**src/rtl/el_event_filter.sv**
```systemverilog
module el_event_filter (
  input  logic       clk,
  input  logic       rst_n,
  input  logic [1:0] cur_el,
  input  logic       vhe_host,
  input  logic       guest_enter,
  input  logic       guest_exit,
  input  logic       excl_user,
  input  logic       excl_kernel,
  input  logic       excl_hv,
  input  logic       excl_host,
  input  logic       excl_guest,
  output logic       count_en
);

  logic guest_q;
  logic ok_lvl0, ok_lvl1, ok_lvl2, ok_now;

  always_ff @(posedge clk) begin
    if (!rst_n)           guest_q <= 1'b0;
    else if (guest_exit)  guest_q <= 1'b0;
    else if (guest_enter) guest_q <= 1'b1;
  end

  // Level 0: switched between host and guest exclusion on entry/exit.
  assign ok_lvl0 = !excl_user && (guest_q ? !excl_guest : !excl_host);

  // Level 1: guest exclusion is a fixed mask on the level-2-kernel host.
  assign ok_lvl1 = !excl_kernel &&
                   ((guest_q || vhe_host) ? !excl_guest : !excl_host);

  // Level 2: never in a guest; kernel or hypervisor depending on host model.
  assign ok_lvl2 = !guest_q && !excl_host &&
                   (vhe_host ? !excl_kernel : !excl_hv);

  always_comb begin
    case (cur_el)
      2'd0:    ok_now = ok_lvl0;
      2'd1:    ok_now = ok_lvl1;
      2'd2:    ok_now = ok_lvl2;
      default: ok_now = 1'b0;
    endcase
  end

  always_ff @(posedge clk) begin
    if (!rst_n) count_en <= 1'b0;
    else        count_en <= ok_now;
  end

endmodule


```
**config.mk**
```make
export PLATFORM = sky130hd
export DESIGN_NAME = el_event_filter
export DESIGN_NICKNAME = d
export VERILOG_FILES = /design/src/rtl/el_event_filter.sv
export SDC_FILE = /design/constraint.sdc
export NUM_CORES = 1
export LEC_CHECK = 0
export BUFFER_PORTS_ARGS = -buffer_cell sky130_fd_sc_hd__buf_4
export CAP_MARGIN = 20
export CORE_AREA = 2 2 39 41
export CTS_CLUSTER_SIZE = 20
export DETAILED_ROUTE_END_ITERATION = 8
export DIE_AREA = 0 0 41 43
export SLEW_MARGIN = 20
export SYNTH_ARGS = -nofsm -noshare
export SYNTH_HDL_FRONTEND = slang
export SYNTH_SLANG_ARGS = --single-unit
```
**constraint.sdc**
```tcl
create_clock -name clk -period 1.2 [get_ports clk]
set_input_delay 0.06 -clock clk [delete_from_list [all_inputs] [get_ports clk]]
set_output_delay 0.06 -clock clk [all_outputs]
set_load 0.05 [all_outputs]
```
==> run metrics <==
initial antenna violation count=0; period utilisation layout=0.732; largest family of logic cells by synthesized area=simple AND/OR/NAND/NOR gates; Startpoint Class=flip-flop; Worst setup EP type=flip-flop; sequential area share after synthesis=0.314; switching power total=0.0000612 W; first-pass GRT wire length=600 um; commonest non-fill, non-tap cell in the layout=buf_4; CTS root buf=clkbuf_4; Relative slew margins=0.879; crit path kind=flip-flop to flip-flop; gpl congestion=0.622; Core ar.=1380 um2; Bufs on Longest Clock Path=2; layout cells sized above 1=0.531; clk sink count=2; Netlist cell types=13; WL per Instance=8.17 um; post-synthesis cell area=128 um2; Max-Cap Viols=0; Synth Warn #=0; switching share of power=0.219; status=completed; Max Clock Skew=0.00265 ns; setup violators final=0; fin nets=46; P&R area growth vs syn=112%; CTS resizes=0; CTS Buf Count=3; fill count=168; Post-Synth Adder-Cell Area=0; Clock Latency Late Sink=0.22 ns; min Tclk post-route=0.878 ns; # port buffers=12; Worst Hold Depth=3; Ports=13; DR top layer=met3; # H-tree levels=1; Met1 Wirelength=123 um; Post-Route WL=392 um; vias in the first global route=174; Setup TNS Final=0 ns; met3 routed WL=15 um; RSZ-0062 raised after global routing=no; syn avg cell area=7.98 um2; PnR worst setup slack=0.322 ns; Max Fclk=1.14 GHz; first-pass detailed-route iteration total=2; compound-gate portion of the synthesized area=0.186; Final Hold Vio Count=0; Int Power=0.000218 W; postcts setup bufs=0; total grt overflow=0; PwrDens=1030 nW/um2; Static Leak=0.123 nW; Core Rows=14; hpwl dp=302 um; CTS tree=done; largest net degree at the start of global routing=6; syn nets=28; Synth Area in XOR/XNOR=0; Clock Pin Slew Worst Setup and Hold Paths=0.03 ns; mux cell area share after synthesis=0; WP data required=1.33 ns; # DRC=0; Synth Register Bits=2; Hold WC Path Type=input port to flip-flop; ant diodes=0; total global-route track usage=0.0580; starting density of the core=0.0922; Routed met2 length=253 um; worst-margin pin slew=0.180 ns; Clk pwr share=0.519; combinational power share=0.224; die width=41 um; most frequent cells in the layout=12 x buf_4, 3 x clkbuf_4, 2 x nor3b_1, 2 x nand2_1, 2 x dfxtp_1; maximum vdd drop=0.000209 V; total vias in the final route=168; worst-case reg-to-reg path depth=3; Simple-Gate Fraction of Synth Area=0.471; Final Max Slew Viols=0; die height=43 um; Gate Count Post-Synth=16; Die ar.=1760 um2; share of total power in sequential cells=0.257; post-DR vias/cell=3.50; CP max FO=3; Iter 0 DRT Violations=2; Place WS=0.305 ns; CP Data Arrival Time=1.01 ns; antenna viol nets, final=0
==> timing repair <==
action / CTS / global route
endpoints found under the hold margin: 1 / 0
hold buffers: 1 / 0
setup endpoints to repair: 0 / 0
==> cells by family (layout without fill, tap and decap cells) <==
family	Yosys count	after routing
AND/OR/NAND/NOR	9	9
AO/OA/AOI/OAI	4	4
buffers and inverters	1	17
flip-flops	2	2
==> routing by layer <==
layer / vias to the layer above / GRT usage
li1: 89 / -
met1: 76 / 0.0349
met2: 3 / 0.0906
met3: 0 / 0.0314
met4: 0 / 0.0800
met5: - / 0
==> synthesized netlist by cell type <==
| cell type | n | share of area |
|---|---|---|
| dfxtp_1 | 2 | 0.31 |
| nand2_1 | 2 | 0.059 |
| nor3b_1 | 2 | 0.12 |
| a21oi_1 | 1 | 0.039 |
| a22oi_1 | 1 | 0.059 |
| a31oi_1 | 1 | 0.049 |
| inv_1 | 1 | 0.029 |
| nand2b_1 | 1 | 0.049 |
| nand2b_2 | 1 | 0.069 |
| nor2_1 | 1 | 0.029 |
| nor2b_1 | 1 | 0.049 |
| nor4_2 | 1 | 0.098 |
| o21ai_0 | 1 | 0.039 |
==> worst paths after layout <==
check,start,endpoint,slack [ns]
worst max-delay path,guest_q,count_en,0.32
worst min-delay path,rst_n,count_en,0.11
worst max register to register,guest_q,count_en,0.32
worst min register to register,guest_q,guest_q,0.51
==> registers in the layout, summed over array words and instances, names as in the netlist <==
signal,count
count_en,1
guest_q,1
==> critical path: stages (launching register included) <==
cell and delay (ns):
dfxtp_1 0.33, nand2b_2 0.13, a31oi_1 0.09, nor4_2 0.24
==> area by class of cell <==
| cell class | instances | area (um2) | share of cell area |
|---|---|---|---|
| clock buffer | 3 | 22.5 | 0.0833 |
| timing repair buffer | 13 | 100 | 0.370 |
| multi-input combinational | 13 | 83.8 | 0.310 |
| sequential | 2 | 40.0 | 0.148 |
| inverter | 1 | 3.75 | 0.0139 |
| tap | 16 | 20.0 | 0.0741 |
==> power by group through the flow <==
stage	clock (W)	sequential [W]	combinational [W]
after detailed placement	0	0.0000727	0.0000602
after global placement	0	0.0000727	0.0000600
after floorplan	0	0.0000779	0.0000189
after global routing	0.000155	0.0000720	0.0000681
final	0.000145	0.0000717	0.0000626
after CTS	0.000150	0.0000719	0.0000630
==> per-stage QoR <==
stage | util | hold slack [ns] | cell area (um2) | cells | total power (W)
after floorplan | - | 0.136 | 128 | 16 | 0.0000968
after global placement | 0.172 | 0.223 | 238 | 44 | 0.000133
after detailed placement | 0.172 | 0.224 | 238 | 44 | 0.000133
after CTS | 0.195 | 0.101 | 270 | 48 | 0.000285
after global routing | 0.195 | 0.109 | 270 | 48 | 0.000295
final | 0.195 | 0.107 | 270 | 48 | 0.000280
No activity file was read; power rests on OpenSTA's default activity.
